### config.mk
export PLATFORM = sky130hd
export DESIGN_NAME = txe_irq_unit
export DESIGN_NICKNAME = d
export VERILOG_FILES = /design/src/rtl/txe_pkg.sv /design/src/rtl/txe_fill_track.sv /design/src/rtl/txe_char_delay.sv /design/src/rtl/txe_irq_state.sv /design/src/rtl/txe_irq_unit.sv
export SDC_FILE = /design/constraint.sdc
export NUM_CORES = 1
export LEC_CHECK = 0
export BUFFER_PORTS_ARGS = -buffer_cell sky130_fd_sc_hd__buf_2
export CAP_MARGIN = 10
export CORE_MARGIN = 2
export CORE_UTILIZATION = 55
export DETAILED_ROUTE_END_ITERATION = 6
export PLACE_DENSITY = 0.83
export SETUP_SLACK_MARGIN = 0.2
export SYNTH_ARGS = -nofsm -noshare
export SYNTH_HDL_FRONTEND = slang
export SYNTH_SLANG_ARGS = --single-unit
### constraint.sdc
create_clock -name clk -period 5.22 [get_ports clk]
set_input_delay 0.783 -clock clk [delete_from_list [all_inputs] [get_ports clk]]
set_output_delay 0.783 -clock clk [all_outputs]
set_load 0.1 [all_outputs]
### src/rtl/txe_pkg.sv
package txe_pkg;
  localparam logic [3:0] ID_THRE = 4'b0010;
  localparam logic [3:0] ID_NONE = 4'b0001;
endpackage

### src/rtl/txe_fill_track.sv
module txe_fill_track #(
  parameter int DEPTH = 16,
  localparam int CNT_W = $clog2(DEPTH + 1)
) (
  input  logic             clk,
  input  logic             rst,
  input  logic [CNT_W-1:0] fifo_count,
  output logic             thre,
  output logic             empty_rise,
  output logic             seen2
);
  logic thre_q;

  assign thre       = (fifo_count == '0);
  assign empty_rise = thre & ~thre_q;

  // Reset treats the FIFO as already empty, so no spurious empty edge.
  always_ff @(posedge clk) begin
    if (rst) begin
      thre_q <= 1'b1;
      seen2  <= 1'b0;
    end else begin
      thre_q <= thre;
      if (empty_rise)
        seen2 <= 1'b0;
      else if (fifo_count >= CNT_W'(2))
        seen2 <= 1'b1;
    end
  end

  p_seen_clear_r8: assert property (@(posedge clk) disable iff (rst)
    empty_rise |=> !seen2);
endmodule

### src/rtl/txe_char_delay.sv
module txe_char_delay #(
  parameter int FRAME_W = 4,
  parameter int STOP_W  = 2,
  parameter int OVS     = 16,
  localparam int DLY_W  = $clog2(((1 << FRAME_W) - 1) * OVS + 1)
) (
  input  logic               clk,
  input  logic               rst,
  input  logic               start,
  input  logic               cancel,
  input  logic               tick,
  input  logic [FRAME_W-1:0] frame_bits,
  input  logic [STOP_W-1:0]  stop_bits,
  output logic               zero_load,
  output logic               fire,
  output logic               busy
);
  logic [DLY_W-1:0] load_val;
  logic [DLY_W-1:0] cnt;

  always_comb begin
    if (int'(frame_bits) > int'(stop_bits))
      load_val = DLY_W'((int'(frame_bits) - int'(stop_bits)) * OVS);
    else
      load_val = '0;
  end

  assign zero_load = (load_val == '0);
  assign fire      = busy & tick & ~cancel & (cnt == DLY_W'(1));

  always_ff @(posedge clk) begin
    if (rst) begin
      busy <= 1'b0;
      cnt  <= '0;
    end else if (cancel) begin
      busy <= 1'b0;
      cnt  <= '0;
    end else if (start) begin
      busy <= 1'b1;
      cnt  <= load_val;
    end else if (busy && tick) begin
      cnt <= cnt - DLY_W'(1);
      if (cnt == DLY_W'(1))
        busy <= 1'b0;
    end
  end

  p_hold_r5: assert property (@(posedge clk) disable iff (rst)
    (busy && !tick && !cancel && !start) |=> $stable(cnt));
  p_fire_ends_r5: assert property (@(posedge clk) disable iff (rst)
    (fire && !start) |=> !busy);
  p_cancel_r3: assert property (@(posedge clk) disable iff (rst)
    cancel |=> !busy);
endmodule

### src/rtl/txe_irq_state.sv
module txe_irq_state (
  input  logic clk,
  input  logic rst,
  input  logic en,
  input  logic thre,
  input  logic set_now,
  input  logic fire,
  input  logic thr_wr,
  input  logic clr_rd,
  output logic pend
);
  logic en_q;
  logic en_rise;

  assign en_rise = en & ~en_q;

  always_ff @(posedge clk) begin
    if (rst) begin
      en_q <= 1'b0;
      pend <= 1'b0;
    end else begin
      en_q <= en;
      if (!en || thr_wr)
        pend <= 1'b0;
      else if (set_now || (fire && thre) || (en_rise && thre))
        pend <= 1'b1;
      else if (clr_rd)
        pend <= 1'b0;
    end
  end

  p_gate_r1: assert property (@(posedge clk) disable iff (rst)
    !en |=> !pend);
  p_wr_clear_r3: assert property (@(posedge clk) disable iff (rst)
    thr_wr |=> !pend);
  p_en_rise_r7: assert property (@(posedge clk) disable iff (rst)
    (en_rise && thre && !thr_wr) |=> pend);
endmodule

### src/rtl/txe_irq_unit.sv
module txe_irq_unit #(
  parameter int DEPTH   = 16,
  parameter int FRAME_W = 4,
  parameter int STOP_W  = 2,
  parameter int OVS     = 16,
  localparam int CNT_W  = $clog2(DEPTH + 1)
) (
  input  logic               clk,
  input  logic               rst,
  input  logic               fifo_en,
  input  logic               tx_ie,
  input  logic [CNT_W-1:0]   fifo_count,
  input  logic               thr_wr,
  input  logic               iir_rd,
  input  logic               rx_pend,
  input  logic               baud_tick,
  input  logic [FRAME_W-1:0] frame_bits,
  input  logic [STOP_W-1:0]  stop_bits,
  output logic               tx_irq,
  output logic [3:0]         tx_id
);
  import txe_pkg::*;

  logic en, thre, empty_rise, seen2;
  logic zero_load, fire, busy;
  logic start, set_now, cancel, clr_rd;

  assign en = fifo_en & tx_ie;

  txe_fill_track #(.DEPTH(DEPTH)) u_fill (
    .clk(clk), .rst(rst), .fifo_count(fifo_count),
    .thre(thre), .empty_rise(empty_rise), .seen2(seen2)
  );

  // Dense occupancy (or a degenerate zero-length delay) raises at once;
  // single-byte trickle goes through the character-time hold-off.
  assign set_now = empty_rise & en & (seen2 | zero_load);
  assign start   = empty_rise & en & ~seen2 & ~zero_load & ~thr_wr;
  assign cancel  = thr_wr | ~en;
  assign clr_rd  = iir_rd & tx_irq & ~rx_pend;

  txe_char_delay #(.FRAME_W(FRAME_W), .STOP_W(STOP_W), .OVS(OVS)) u_dly (
    .clk(clk), .rst(rst), .start(start), .cancel(cancel), .tick(baud_tick),
    .frame_bits(frame_bits), .stop_bits(stop_bits),
    .zero_load(zero_load), .fire(fire), .busy(busy)
  );

  txe_irq_state u_state (
    .clk(clk), .rst(rst), .en(en), .thre(thre), .set_now(set_now),
    .fire(fire), .thr_wr(thr_wr), .clr_rd(clr_rd), .pend(tx_irq)
  );

  assign tx_id = (tx_irq && !rx_pend) ? ID_THRE : ID_NONE;

  p_id_r6: assert property (@(posedge clk) disable iff (rst)
    (tx_irq && !rx_pend) |-> (tx_id == ID_THRE));
  p_rd_blocked_r4: assert property (@(posedge clk) disable iff (rst)
    (tx_irq && rx_pend && en && !thr_wr) |=> tx_irq);
  p_no_early_r5: assert property (@(posedge clk) disable iff (rst)
    (busy && !tx_irq && !fire && !set_now && en && !thr_wr &&
     !(iir_rd && rx_pend)) |=> !tx_irq || $past(thre && !$past(en)));
endmodule

# Yosys cells after proc, flatten, opt, wreduce, memory -nomap -nowiden
# Index checks and enable logic that the tools add are counted.
# totals
word_cells	61
reg_bits	13
# op_classes
n_bitwise	23
muxes	9
order_cmp	2
eq_ne	1
reduce_logical	18
add_sub_neg	2
# ops
op	count
$mux 8	3
$and 1x1->1	13
$eq 8x1->1 const B	1
$logic_not 8->1	1
$not 1->1	8
$sub 8x1->8 const B	1
$reduce_bool 2->1	3
$reduce_or 2->1	3
$ge 5x2->1 const B	1
$logic_not 5->1	1
$mux 1	5
$gt 4x2->1	1
$logic_and 1x1->1	4
$sub 4x2->4	1
$logic_or 1x1->1	3
$logic_not 1->1	2
$mux 2	1
$or 1x1->1	2
$reduce_and 2->1	1

# Logic depth before layout (Yosys ltp)
# depth
ltp_word	10
depth_mapped	9
depth_no_buf	9

# Modules after synthesis
# Synthesis repeated with hierarchy kept, for this count alone.
# unflattened
cells_unflattened	106
hier_area_um2	885.8
# modules_own_cells
module	cells_each	seq_area_each_um2	area_per_inst_um2	n_inst
txe_char_delay	76	180.2	635.6	1
txe_fill_track	9	40.0	92.6	1
txe_irq_unit	12	0.0	80.1	1
txe_irq_state	9	40.0	77.6	1

# Least setup slack after synthesis
# Ideal clock, no wire load.
# synth_path
path_kind	reg-to-output
start	reg u_state.pend
end	out tx_id[1]
required_time_ns	4.437
path_stages_with_launch	3
slack_ns	1.754
arrival_time_ns	2.683
path_buffers	0
cell_sequence	dfxtp_1 nand2b_1 inv_1
# synth_via
elab_chain_len	2
# synth_rtl
item	line_no	text
start: declaration	txe_irq_state.sv:10	output logic pend
start signal: assignment	txe_irq_state.sv:20	pend <= 1'b0;
start signal: assignment	txe_irq_state.sv:24	pend <= 1'b0;
start signal: assignment	txe_irq_state.sv:26	pend <= 1'b1;
$logic_and 1x1->1	txe_irq_unit.sv:53	assign tx_id = (tx_irq && !rx_pend) ? ID_THRE : ID_NONE;
$mux 2	txe_irq_unit.sv:53	
end: declaration	txe_irq_unit.sv:20	output logic [3:0] tx_id
# Every way passes these cells.

# Worst setup path in the final report
# layout_path
start	in frame_bits[0]
end	reg u_dly.cnt[7]
# layout_via
elab_chain_len	7
elab_cells_between_ends	9
cone_classes	1 x add/sub; 1 x order compare; 2 x mux; 3 x bitwise; 2 x reduce/logical
# layout_rtl
item	line_no	text
start: declaration	txe_irq_unit.sv:17	input logic [FRAME_W-1:0] frame_bits,
$sub 4x2->4 / $gt 4x2->1 (equally long branches)	txe_char_delay.sv:23, txe_char_delay.sv:22	
$mux 8 (*)	txe_char_delay.sv:22	if (int'(frame_bits) > int'(stop_bits))
$logic_not 8->1	txe_char_delay.sv:28	assign zero_load = (load_val == '0);
$not 1->1	txe_irq_unit.sv:38	assign start = empty_rise & en & ~seen2 & ~zero_load & ~thr_wr;
$and 1x1->1 (2 in series)	txe_irq_unit.sv:38	
$mux 8 / $reduce_bool 2->1 (equally long branches)	--	
end signal: assignment	txe_char_delay.sv:40	cnt <= load_val;
end signal: assignment	txe_char_delay.sv:42	cnt <= cnt - DLY_W'(1);
end: declaration	txe_char_delay.sv:19	logic [DLY_W-1:0] cnt;
# Mark *: on every way between the ends. The rest lies on a longest branch, timed or not.
# A chain may end at the register's enable or synchronous reset.

==> results.ini <==
[run_status]
status = finished, final reports clean

[min_path]
hold_path.class = reg -> reg

[yosys]
synth.top_cell.area_share_pct = 28.49
synthFlopType = dfxtp_1
ys_ff_latch = 13
ys_warn_count = 0
syn_area_um2 = 913.4
yosys-top-cells-area = dfxtp_1 (28%), ha_1 (5.5%), nor3_1 (4.9%), xor2_1 (3.8%), inv_1 (3.7%)
seq_area_frac_synth_pct = 28.49
synth_cell_types = 44
synthArstFlopShare_pct = 0
synth_top_area_cell = dfxtp_1
synth_cells = 106
synth_area_per_cell_um2 = 8.617
synth_edf_count = 0

[flow_run]
maxCapViolations = 0

[timing]
period_share_pct = 48.27
finClkSkew_ns = 0.003495
drv_slew = 0
hold_viol = 0
period_minus_slack_ns = 2.520
rsz0062_at_grt = false
setup_violations = 0
tns_ns = 0
fmax_ghz = 0.3969

[global_route]
antenna_found_initial = 0
grt.total_usage_pct = 21.37
overflow = 0
grt_max_degree = 10
grt_first_pass_wirelength_mm = 3.139
grt_pass1_vias = 771

[setup_path]
path_cells = buf_2 > inv_1 > ha_1 > inv_1 > fa_1 > nor3_1 > a31o_2 > o211a_1 > nor2_8 > o221a_1
cp_data_arrival_time_ns = 2.69
critPathMaxStageDelay_ns = 0.46
cpMostUsedCell = inv_1
worstPathMaxFanout = 9
critPathCaptureType = flop
slowest_stage = fa_1
cp.required_ns = 5.39
crit_type = in -> reg
start_kind = input pin

[detailed_routing]
wl_mm = 1.809
via_count = 813
drc = 0
via_per_inst = 5.685
drt-wirelength-per-cell_um = 12.65
drt_iter0_drc = 5
drtAntennaViolNets = 0
firstDrtPassIters = 4

[clock_tree]
clkLatencyLatePin_ns = 0.28
numCtsBuffers = 3
cts_setup_buffers = 0
hold_buffers = 0
cts-root-buf = clkbuf_4
clk_pin_slew_ns = 0.08
cts_resized = 0
cts-htree-levels = 1
clock-sinks = 13
cts_tree = done
cts.path.max_buffers = 2

[place]
port-buffer-count = 21
gp_congestion = 0.7732
place_hpwl_mm = 1.458
dp.cells = 139

[cells_and_area]
drive_gt1_share_pct = 25.20
area_growth_pct = 13.29
fin_cells = 143
final_nets = 152
antenna_cells = 0

[pwr]
p_per_area_mw_per_mm2 = 195.1
ir_worst_vdd_mv = 0.09494
p_leak_uw = 0.0004615

[die]
dieArea_mm2 = 0.002003
num_rows = 14
die_h_um = 44.75
die_w_um = 44.75
pin_count = 24
fp.coreArea_mm2 = 0.001524
start_util_pct = 59.93

routing by layer:
| metal | global-route usage, % | up-vias | part of all wire [%] |
|---|---|---|---|
| met4 | 9.697 | 0 | 1.6 |
| met2 | 39.71 | 17 | 53 |
| li1 | - | 418 | - |
| met3 | 5.200 | 4 | 3.6 |
| met5 | 0 | - | 0 |
| met1 | 22.33 | 374 | 42 |
flip-flops by register name, summed over array words and instances (netlist names):
signal and flops:
u_state.en_q 1, u_fill.seen2 1, u_dly.busy 1, u_dly.cnt 8
u_fill.thre_q 1, u_state.pend 1
cells in the final DEF, fill, tap and decap left out, types with 4 or more instances in the layout:
cell type  count
a21oi_1        6
buf_2         21
dfxtp_1       13
ha_1           4
inv_1          9
nand2b_1       4
nor2_1         6
nor3_1         9
o21ai_0        4
xor2_1         4
critical path, delay by kind of cell:
family                   cells  cell delay, ns
buffers and inverters        3            0.20
AND/OR/NAND/NOR              2            0.37
adder cells (fa/ha/maj)      2            0.64
AO/OA/AOI/OAI                3            0.69
logic make-up (layout without fill, tap and decap cells):
family | Yosys count | count (layout) | synth area share, %
other cells | 1 | 2 | 0.4106
simple gates | 41 | 41 | 29.72
fa+ha+maj | 5 | 5 | 7.672
flops | 13 | 13 | 28.49
compound gates | 24 | 24 | 18.50
buf+inv | 14 | 34 | 7.396
mux | 1 | 1 | 1.096
xor+xnor | 7 | 7 | 6.712
final timing paths:
path                      start      endpoint  slack [ns]  depth (start not counted)
setup / recovery  frame_bits[0]  u_dly.cnt[7]        2.70                         10
setup reg to reg   u_dly.cnt[3]  u_dly.cnt[7]        3.53                          5
hold / removal     u_fill.seen2  u_fill.seen2        0.51                          2
hold reg to reg    u_fill.seen2  u_fill.seen2        0.51                          2
stage by stage:
stage / power [uW] / setup slack (ns) / cell area, um^2 / util, % / hold WS, ns
CTS: 203.4 / 2.701 / 1035 / 67.90 / 0.5051
detailed placement: 142.6 / 2.417 / 1008 / 66.17 / 0.4937
global placement: 141.5 / 2.502 / 1008 / 66.17 / 0.4932
global route: 211.7 / 2.521 / 1035 / 67.90 / 0.5300
finish: 201.9 / 2.700 / 1035 / 67.90 / 0.5086
floorplan: 132.1 / 1.754 / 917.1 / - / 0.4652
area by class of cell:
class                           instances  area [um^2]
Multi-Input combinational cell         80        589.3
Fill cell                             136        489.2
Sequential cell                        13        260.3
Timing Repair Buffer                   21        105.1
Inverter                                9        33.78
Clock buffer                            4        26.28
Tap cell                               16        20.02
cells in the mapped netlist (2+ instances only):
master,number
dfxtp_1,13
inv_1,9
nor3_1,9
a21oi_1,6
nor2_1,6
ha_1,4
nand2b_1,4
o21ai_0,4
xor2_1,4
nand2_1,3
nand3_1,3
xnor2_1,3
buf_4,2
nor2b_1,2
nor3b_1,2
nor4_1,2
o31ai_1,2
or3_1,2
power by group:
| part | internal [uW] | leakage (uW) | switching, uW |
|---|---|---|---|
| clock | 29.6 | 0.0000150 | 31.7 |
| combinational | 15.0 | 0.000341 | 24.2 |
| sequential | 100 | 0.000106 | 1.03 |
| total | 145 | 0.000461 | 56.9 |
Note: power is estimated with default switching activity, not from simulation.
